===== config.mk =====
export PLATFORM = sky130hd
export DESIGN_NAME = turnaround_gap_seq
export DESIGN_NICKNAME = d
export VERILOG_FILES = /design/src/rtl/tgap_pkg.sv /design/src/rtl/tgap_cfg.sv /design/src/rtl/tgap_history.sv /design/src/rtl/tgap_rule.sv /design/src/rtl/tgap_timer.sv /design/src/rtl/turnaround_gap_seq.sv
export SDC_FILE = /design/constraint.sdc
export NUM_CORES = 1
export LEC_CHECK = 0
export BUFFER_PORTS_ARGS = -buffer_cell sky130_fd_sc_hd__buf_2
export CORE_MARGIN = 10
export CORE_UTILIZATION = 49
export CTS_BUF_LIST = sky130_fd_sc_hd__clkbuf_4
export CTS_CLUSTER_SIZE = 8
export DETAILED_ROUTE_END_ITERATION = 10
export PLACE_DENSITY_LB_ADDON = 0.08
export SKIP_CTS_REPAIR_TIMING = 1
export SYNTH_ARGS = -nofsm -noshare
export SYNTH_HDL_FRONTEND = slang
export SYNTH_HIERARCHICAL = 1
export SYNTH_SLANG_ARGS = --single-unit

===== constraint.sdc =====
create_clock -name clk -period 2.45 [get_ports clk]
set_input_delay 0.3675 -clock clk [delete_from_list [all_inputs] [get_ports clk]]
set_output_delay 0.3675 -clock clk [all_outputs]
set_load 0.005 [all_outputs]

===== src/rtl/tgap_pkg.sv =====
// Package: shared transaction kinds and mode codes for the turnaround
// gap sequencer. Assumes a kind is fully described by its direction
// and its timing type.
package tgap_pkg;

    typedef enum logic [1:0] {
        TK_ASYNC_RD = 2'b00,
        TK_ASYNC_WR = 2'b01,
        TK_SYNC_RD  = 2'b10,
        TK_SYNC_WR  = 2'b11
    } tgap_kind_t;

    localparam logic [1:0] TG_ACC_MODE_D = 2'd3;

    // Build a kind from the request flags.
    function automatic tgap_kind_t tgap_kind(input logic is_write, input logic is_sync);
        return tgap_kind_t'({is_sync, is_write});
    endfunction

endpackage


===== src/rtl/tgap_cfg.sv =====
// Module: holds the programmable turn value. Resets to all ones, loads
// on a write strobe. Assumes the writer keeps the data stable in the
// strobe cycle.
module tgap_cfg #(
    parameter int TURN_W = 4
) (
    input  logic              clk,
    input  logic              rst_n,
    input  logic              cfg_wr,
    input  logic [TURN_W-1:0] cfg_wdata,
    output logic [TURN_W-1:0] turn_q
);

    localparam logic [TURN_W-1:0] TURN_RST = '1;

    // Turn register: reset to maximum, load on strobe.
    always_ff @(posedge clk) begin
        if (!rst_n) begin
            turn_q <= TURN_RST;
        end else if (cfg_wr) begin
            turn_q <= cfg_wdata;
        end
    end

    AST_TURN_RESET: assert property (@(posedge clk) disable iff (!rst_n)
        $rose(rst_n) |-> (turn_q == TURN_RST));
    AST_TURN_LOAD: assert property (@(posedge clk) disable iff (!rst_n)
        cfg_wr |=> (turn_q == $past(cfg_wdata)));

endmodule


===== src/rtl/tgap_history.sv =====
// Module: record of the last launched transaction (bank and kind) and
// whether any transaction has launched since reset. Updated only on
// the start strobe.
module tgap_history
    import tgap_pkg::*;
#(
    parameter int BANK_W = 2
) (
    input  logic              clk,
    input  logic              rst_n,
    input  logic              start,
    input  logic [BANK_W-1:0] bank,
    input  tgap_kind_t        kind,
    output logic              prev_valid,
    output logic [BANK_W-1:0] prev_bank,
    output tgap_kind_t        prev_kind
);

    // Capture the launched transaction's attributes.
    always_ff @(posedge clk) begin
        if (!rst_n) begin
            prev_valid <= 1'b0;
            prev_bank  <= '0;
            prev_kind  <= TK_ASYNC_RD;
        end else if (start) begin
            prev_valid <= 1'b1;
            prev_bank  <= bank;
            prev_kind  <= kind;
        end
    end

    AST_HIST_FOLLOWS_START: assert property (@(posedge clk) disable iff (!rst_n)
        start |=> (prev_valid && prev_bank == $past(bank) && prev_kind == $past(kind)));
    AST_HIST_HOLDS: assert property (@(posedge clk) disable iff (!rst_n)
        !start |=> ($stable(prev_bank) && $stable(prev_kind)));

endmodule


===== src/rtl/tgap_rule.sv =====
// Module: combinational gap selection from the previous and the next
// transaction. Produces 0, turn+1, or one of two fixed gaps. Assumes
// FIX_NEAR and FIX_FAR fit in GAP_W bits.
module tgap_rule
    import tgap_pkg::*;
#(
    parameter int BANK_W   = 2,
    parameter int TURN_W   = 4,
    parameter int FIX_NEAR = 2,
    parameter int FIX_FAR  = 3
) (
    input  logic              prev_valid,
    input  logic [BANK_W-1:0] prev_bank,
    input  tgap_kind_t        prev_kind,
    input  logic [BANK_W-1:0] next_bank,
    input  tgap_kind_t        next_kind,
    input  logic [TURN_W-1:0] turn,
    input  logic              muxed,
    input  logic              ext_en,
    input  logic [1:0]        acc_mode,
    output logic [TURN_W:0]   gap
);

    localparam int GAP_W = TURN_W + 1;

    logic same_bank;
    logic strict_mode;
    logic [GAP_W-1:0] prog_gap;

    // Pair qualifiers used by the selection below.
    always_comb begin
        same_bank   = (prev_bank == next_bank);
        strict_mode = muxed || (ext_en && (acc_mode == TG_ACC_MODE_D));
        prog_gap    = GAP_W'(turn) + GAP_W'(1);
    end

    // Gap selection by previous kind, then next kind and bank.
    always_comb begin
        gap = '0;
        if (prev_valid) begin
            case (prev_kind)
                TK_ASYNC_WR: begin
                    if (next_kind == TK_ASYNC_WR && same_bank && !strict_mode) begin
                        gap = '0;
                    end else begin
                        gap = prog_gap;
                    end
                end
                TK_SYNC_WR: begin
                    if (next_kind == TK_ASYNC_RD || next_kind == TK_ASYNC_WR) begin
                        gap = GAP_W'(FIX_NEAR);
                    end else if (next_kind == TK_SYNC_WR && same_bank) begin
                        gap = GAP_W'(FIX_NEAR);
                    end else begin
                        gap = GAP_W'(FIX_FAR);
                    end
                end
                default: gap = '0;
            endcase
        end
    end

endmodule


===== src/rtl/tgap_timer.sv =====
// Module: gap down-counter with a "gap served" flag. On the first
// cycle a request waits, it loads gap-1 and marks the gap as served.
// Ready returns when the count reaches zero. Assumes the requester
// holds the request stable until it is accepted.
module tgap_timer #(
    parameter int GAP_W = 5
) (
    input  logic             clk,
    input  logic             rst_n,
    input  logic             req_valid,
    input  logic [GAP_W-1:0] gap,
    input  logic             start,
    output logic             ready
);

    localparam int CNT_W = GAP_W - 1;

    logic [CNT_W-1:0] cnt_q;
    logic             paid_q;
    logic             load;

    // Ready and load decode.
    always_comb begin
        ready = (cnt_q == '0) && ((gap == '0) || paid_q);
        load  = req_valid && !ready && (cnt_q == '0) && !paid_q;
    end

    // Counter and served flag: load on a new wait, count down, clear on launch.
    always_ff @(posedge clk) begin
        if (!rst_n) begin
            cnt_q  <= '0;
            paid_q <= 1'b0;
        end else if (load) begin
            cnt_q  <= CNT_W'(gap - GAP_W'(1));
            paid_q <= 1'b1;
        end else begin
            if (cnt_q != '0) begin
                cnt_q <= cnt_q - CNT_W'(1);
            end
            if (start) begin
                paid_q <= 1'b0;
            end
        end
    end

    AST_CNT_DOWN: assert property (@(posedge clk) disable iff (!rst_n)
        (cnt_q != '0) |=> (cnt_q == $past(cnt_q) - CNT_W'(1)));
    AST_START_CLEARS_PAID: assert property (@(posedge clk) disable iff (!rst_n)
        start |=> !paid_q);

endmodule


===== src/rtl/turnaround_gap_seq.sv =====
// Module: top of the turnaround gap sequencer. Joins the turn register,
// the history record, the gap rule and the timer. A request is accepted
// when the timer reports ready, and the acceptance is the start strobe.
module turnaround_gap_seq
    import tgap_pkg::*;
#(
    parameter int BANK_W   = 2,
    parameter int TURN_W   = 4,
    parameter int FIX_NEAR = 2,
    parameter int FIX_FAR  = 3
) (
    input  logic              clk,
    input  logic              rst_n,
    input  logic              cfg_wr,
    input  logic [TURN_W-1:0] cfg_turn,
    input  logic              cfg_muxed,
    input  logic              cfg_ext_en,
    input  logic [1:0]        cfg_acc_mode,
    input  logic              req_valid,
    output logic              req_ready,
    input  logic [BANK_W-1:0] req_bank,
    input  logic              req_write,
    input  logic              req_sync,
    output logic              xfer_start
);

    localparam int GAP_W = TURN_W + 1;

    logic [TURN_W-1:0] turn_q;
    logic              prev_valid;
    logic [BANK_W-1:0] prev_bank;
    tgap_kind_t        prev_kind;
    tgap_kind_t        next_kind;
    logic [GAP_W-1:0]  gap_now;

    // Request kind and launch strobe.
    always_comb begin
        next_kind  = tgap_kind(req_write, req_sync);
        xfer_start = req_valid && req_ready;
    end

    tgap_cfg #(.TURN_W(TURN_W)) u_cfg (
        .clk       (clk),
        .rst_n     (rst_n),
        .cfg_wr    (cfg_wr),
        .cfg_wdata (cfg_turn),
        .turn_q    (turn_q)
    );

    tgap_history #(.BANK_W(BANK_W)) u_hist (
        .clk        (clk),
        .rst_n      (rst_n),
        .start      (xfer_start),
        .bank       (req_bank),
        .kind       (next_kind),
        .prev_valid (prev_valid),
        .prev_bank  (prev_bank),
        .prev_kind  (prev_kind)
    );

    tgap_rule #(
        .BANK_W   (BANK_W),
        .TURN_W   (TURN_W),
        .FIX_NEAR (FIX_NEAR),
        .FIX_FAR  (FIX_FAR)
    ) u_rule (
        .prev_valid (prev_valid),
        .prev_bank  (prev_bank),
        .prev_kind  (prev_kind),
        .next_bank  (req_bank),
        .next_kind  (next_kind),
        .turn       (turn_q),
        .muxed      (cfg_muxed),
        .ext_en     (cfg_ext_en),
        .acc_mode   (cfg_acc_mode),
        .gap        (gap_now)
    );

    tgap_timer #(.GAP_W(GAP_W)) u_timer (
        .clk       (clk),
        .rst_n     (rst_n),
        .req_valid (req_valid),
        .gap       (gap_now),
        .start     (xfer_start),
        .ready     (req_ready)
    );

    AST_READ_IS_FREE: assert property (@(posedge clk) disable iff (!rst_n)
        (req_valid && (!prev_valid || prev_kind == TK_ASYNC_RD || prev_kind == TK_SYNC_RD)
         && !$past(xfer_start)) |-> req_ready);
    AST_SYNC_WR_FIXED: assert property (@(posedge clk) disable iff (!rst_n)
        (prev_valid && prev_kind == TK_SYNC_WR)
        |-> (gap_now == GAP_W'(FIX_NEAR) || gap_now == GAP_W'(FIX_FAR)));

endmodule


# Word-level counts from Yosys, hierarchy flattened

Cells that the tools add are included.

Bits in writable memories: 0
Memory bits (read-only): 0
Register bits: 14
Memories kept: 0
Latch bits: 0
Bits of input ports: 16
Output and inout bits: 2
Word-level logic and storage cells: 45

Multiplexer cells: 9
Reduce and logical (&&, ||, !) cells: 21
Magnitude comparators: 0
$add $sub $neg: 3
Shift-type cells: 0
Div/mod/pow operators: 0
Multiply operators: 0
Equality and inequality tests: 6
Bitwise gates (word level): 0

Operators by type and width:

| kind                  | number |
|---|---|
| $mux W5               | 3 |
| $pmux W5 S2           | 1 |
| $logic_and A1 B1 Y1   | 9 |
| $mux W4               | 2 |
| $sub A4 B1 Y4 const B | 2 |
| $eq A2 B2 Y1 const B  | 3 |
| $add A4 B1 Y5 const B | 1 |
| $logic_not A5 Y1      | 1 |
| $eq A2 B1 Y1 const B  | 2 |
| $logic_not A4 Y1      | 1 |
| $reduce_bool A2 Y1    | 2 |
| $reduce_bool A4 Y1    | 1 |
| $logic_not A1 Y1      | 3 |
| $logic_or A1 B1 Y1    | 3 |
| $mux W1               | 3 |
| $eq A2 B2 Y1          | 1 |
| $logic_not A2 Y1      | 1 |

# Longest topological paths before layout

Word-level depth: 16
Depth in mapped cells: 12

# Modules after synthesis

The synthesis kept the hierarchy.

Modules (own cells, without submodules):

| module             | times used | cells each | area an instance (µm²) | seq. area each (µm²) |
|---|---|---|---|---|
| tgap_timer         | 1          | 33         | 307.8                  | 100.1 |
| tgap_history       | 1          | 15         | 183.9                  | 100.1 |
| tgap_rule          | 1          | 19         | 143.9                  | 0.0 |
| tgap_cfg           | 1          | 13         | 140.1                  | 80.1 |
| turnaround_gap_seq | 1          | 1          | 6.3                    | 0.0 |

# Worst setup path before layout

OpenSTA, ideal clock, no wires.

Path kind: input to register
From: input port req_bank[0]
To: register u_hist.prev_bank[0]
Buffers on the path: 2
Required time: 2334 ps
Slack: -27 ps
Arrival: 2361 ps
Cell stages on the path: 12
Cell sequence: xnor2_1 nand3_1 nor4_4 o41ai_1 or3_1 clkbuf_1 nor3_1 o21a_1 and2_1 buf_6 mux2i_1 nor2b_1

Longest elaborated chain between the ends: 10

RTL lines:

| what                                                  | line                             | source |
|---|---|---|
| start, declared                                       | turnaround_gap_seq.sv:21         | `input logic [BANK_W-1:0] req_bank,` |
| $eq A2 B2 Y1 (*)                                      | tgap_rule.sv:32                  | `same_bank = (prev_bank == next_bank);` |
| $logic_and A1 B1 Y1, on equally long branches         | tgap_rule.sv:52, tgap_rule.sv:43 |  |
| $mux W1 / $logic_and A1 B1 Y1 (equally long branches) | tgap_rule.sv:52, tgap_rule.sv:43 |  |
| $mux W5, on equally long branches                     | tgap_rule.sv:50, tgap_rule.sv:43 |  |
| $pmux W5 S2 (*)                                       | tgap_rule.sv:41                  | `case (prev_kind)` |
| $mux W5 (*)                                           | tgap_rule.sv:40                  | `if (prev_valid) begin` |
| named net gap_now[0]                                  | turnaround_gap_seq.sv:34         | `logic [GAP_W-1:0] gap_now;` |
| $logic_not A5 Y1 (*)                                  | tgap_timer.sv:24                 | `ready = (cnt_q == '0) && ((gap == '0) \|\| paid_q);` |
| $logic_or A1 B1 Y1 (*)                                | tgap_timer.sv:24                 |  |
| $logic_and A1 B1 Y1 (*)                               | tgap_timer.sv:24                 |  |
| named net req_ready                                   | turnaround_gap_seq.sv:20         | `output logic req_ready,` |
| $logic_and A1 B1 Y1 (*)                               | turnaround_gap_seq.sv:39         | `xfer_start = req_valid && req_ready;` |
| named net xfer_start                                  | turnaround_gap_seq.sv:24         | `output logic xfer_start` |
| end signal, assigned                                  | tgap_history.sv:27               | `prev_bank <= bank;` |
| end, declared                                         | tgap_history.sv:15               | `output logic [BANK_W-1:0] prev_bank,` |

Mark *: on every way through the listed nets, which the timed path passes. The rest lies on a longest branch.
A chain may end at the register's enable or synchronous reset.

# Worst setup path in the final report

From: register u_hist.prev_bank[1]
To: output port xfer_start

Longest elaborated chain between the ends: 10

RTL lines:

| what                                                  | line |
|---|---|
| $eq A2 B2 Y1 (*)                                      | tgap_rule.sv:32 |
| $logic_and A1 B1 Y1, on equally long branches         | tgap_rule.sv:52, tgap_rule.sv:43 |
| $mux W1 / $logic_and A1 B1 Y1 (equally long branches) | tgap_rule.sv:52, tgap_rule.sv:43 |
| $mux W5, on equally long branches                     | tgap_rule.sv:50, tgap_rule.sv:43 |
| $pmux W5 S2 (*)                                       | tgap_rule.sv:41 |
| $mux W5 (*)                                           | tgap_rule.sv:40 |
| named net gap_now[0]                                  | turnaround_gap_seq.sv:34 |
| $logic_not A5 Y1 (*)                                  | tgap_timer.sv:24 |
| $logic_or A1 B1 Y1 (*)                                | tgap_timer.sv:24 |
| $logic_and A1 B1 Y1 (*)                               | tgap_timer.sv:24 |
| $logic_and A1 B1 Y1 (*)                               | turnaround_gap_seq.sv:39 |
| end, declared                                         | turnaround_gap_seq.sv:24 |

Marks and branches as above.

==> metrics.txt <==
Die Y-Extent=60.0 microns; switching share of power=35.1%; clock network power share=14.7%; IO Pins=18; Final Slew Violations=0; Setup crit end kind=output pin; Initial DRC Count=7; vias in the first global route=693; GPL Wtd Cong=0.791; fin crit share=108%; post-synth net total=99; final hold slack=0.310 ns; Overall Global Routing Usage=10.2%; via count=696; num rows=14; mux cell area share after synthesis=11.5%; final hold violation count=0; Final min period=2.63 ns; root buf cell=clkbuf_4; Mean Syn Cell Area=about 9.7 sq um; placed cell areas=946 sq um; asr flop ratio synth=0%; failing checks=setup timing; commonest register cell after synthesis=dfxtp_1; First-pass DRT Iterations=4; Clock Path Buffers=2; clock-pin transition on the worst setup and hold timing paths=approximately 0.09 ns; Crit Path Class=reg -> out; fmax=approximately 380 MHz; # DRC=0; final core utilization=67.6%; first-pass GRT wire length=2940 microns; largest family of logic cells by synthesized area=simple AND/OR/NAND/NOR gates; Cell Area, Synth=782 sq um; Initial Util=about half; Net Sw Power=0.000310 W; largest net degree at the start of global routing=13; DP Wirelength=1330 microns; CP max FO=5; clock latency on the worst-skew pair=roughly 0.27 ns; post-synthesis compound-gate area fraction=17.0%; Die ar.=3590 sq um; area delta synth->final=30.2%; Gate power share=47.1%; CTS tree=built; final WL=about 1700 microns; share of layout cells above drive strength 1=38.3%; Final Setup Violations=2; Synth area leader=dfxtp_1; antenna viol nets, final=0; initial antenna violation count=0; Leak=~0.43 nW; final instance area=1020 sq um; Slew @ Worst Pin=approximately 0.5 ns; antenna cell count=0; post-DR wirelength/cell=about 14 microns; DR vias/cell=5.66; port bufs=17; Setup WS post-layout=-0.185 ns; Yosys warning total=6; simple-gate area share of the yosys netlist=23.5%; Internal=0.000572 W; outcome=finished, violations left; #FFs+latches synth=14; dpl ws=-0.172 ns; unrepaired setup endpoints after global routing=yes; XOR/XNOR Fraction of Synth Area=4.48%; Chip Width=around 60 microns; final net count=126; H-Tree Level Count=1; share of the synthesized area in the top cell type=35.8%; largest cells by area after synthesis=dfxtp_1, mux2i_1, nor4_4; adder-cell share of the synthesized area=3.20%; WP data required=2.08 ns; relative max-transition margin=66.5%; Sequential Power Share=38.3%; most frequent cell after synthesis=dfxtp_1; register area share after synthesis=35.8%; clock sink count=14; Post-Syn Instances=81; Critical Path Start Type=flip-flop; post-synth cell types=32; final total power=0.000881 W; Critical Path AT=2.27 ns; total gr overflow=0; cell area power density=865 nW/um^2; core area=1510 sq um; Post-synth EDFFs=0; CTS buffer count=3; Max Cap Viol=0; peak supply drop=0.588 mV; synth cell count leaders=dfxtp_1, mux2i_1, nand2_1, nor2b_1, nand3_1; HP Class=in -> reg; Max Clock Skew=0.00713 ns
[registers in the layout (all words and copies together) (netlist names)]
signal and flops:
u_cfg/turn_q 4, u_hist/prev_bank 2, u_hist/prev_kind 2, u_hist/prev_valid 1, u_timer/cnt_q 4, u_timer/paid_q 1
[worst max-delay path: stages, from the launching register on]
cell     delay, ns
dfxtp_2       0.34
xnor2_2       0.13
nand3_2       0.11
nor4_4        0.40
o41ai_2       0.11
or3_4         0.39
nor3_2        0.11
o21a_1        0.14
and2_4        0.15
buf_2         0.11
[cell usage in the layout (no fill, tap or decap), types with 2 or more instances in the layout]
| cell | synthesis | layout |
|---|---|---|
| nor4_4 | 2 | 2 |
| dfxtp_2 | 0 | 2 |
| ha_1 | 2 | 2 |
| nor4_1 | 3 | 3 |
| clkbuf_4 | 0 | 3 |
| nor2b_1 | 6 | 6 |
| inv_1 | 3 | 3 |
| nand2_1 | 6 | 6 |
| o21a_1 | 2 | 2 |
| dfxtp_1 | 14 | 12 |
| nand3_1 | 4 | 3 |
| mux2i_1 | 9 | 9 |
| o311ai_0 | 3 | 3 |
| a211oi_1 | 2 | 2 |
| buf_2 | 0 | 17 |
| buf_4 | 0 | 8 |
| a31oi_1 | 2 | 2 |
| xnor2_2 | 0 | 2 |
[cell families (layout without fill, tap and decap cells)]
kind of cell,Yosys count,in the layout
xor+xnor,4,4
flops,14,14
fa+ha+maj,2,2
compound gates,17,17
mux,9,9
buf+inv,7,33
simple gates,28,28
[per-layer routing]
layer	track usage (%)	routed length, microns	up-vias
met2	15.0	807	18
met5	0	0	-
met1	13.4	812	317
met3	3.39	84	4
met4	3.21	41	0
li1	-	-	357
[power groups by stage]
stage | logic [W] | clock network, W | registers (W)
detailed placement | 0.000400 | 0 | 0.000336
CTS | 0.000402 | 0.000134 | 0.000330
floorplan | 0.000273 | 0 | 0.000323
finish | 0.000415 | 0.000129 | 0.000337
global placement | 0.000396 | 0 | 0.000334
global route | 0.000467 | 0.000144 | 0.000341
[final timing paths]
check	endpoint	startpoint	depth (start not counted)	slack, ns
max reg2reg	u_hist/prev_bank[0]$_SDFFE_PN0P_	u_hist/prev_bank[1]$_SDFFE_PN0P_	11	0.10
min reg2reg	u_hist/prev_valid$_SDFFE_PN0P_	u_hist/prev_valid$_SDFFE_PN0P_	1	0.47
min	u_cfg/turn_q[0]$_SDFFE_PN1P_	cfg_turn[0]	3	0.31
max	xfer_start	u_hist/prev_bank[1]$_SDFFE_PN0P_	9	-0.18
[cell type report]
class                           count  area (sq um)
Timing Repair Buffer               26           165
Inverter                            3          11.3
Sequential cell                    14           283
Clock inverter                      1          3.75
Fill cell                         117           488
Clock buffer                        3          22.5
Multi-Input combinational cell     60           513
Tap cell                           16          20.0
[through the flow]
step	TNS, ns	std cells
CTS	-0.457	122
global placement	-0.402	118
detailed placement	-0.936	118
floorplan	0	81
finish	-0.219	123
global route	-0.929	123
No activity file was read; power rests on OpenSTA's default activity.
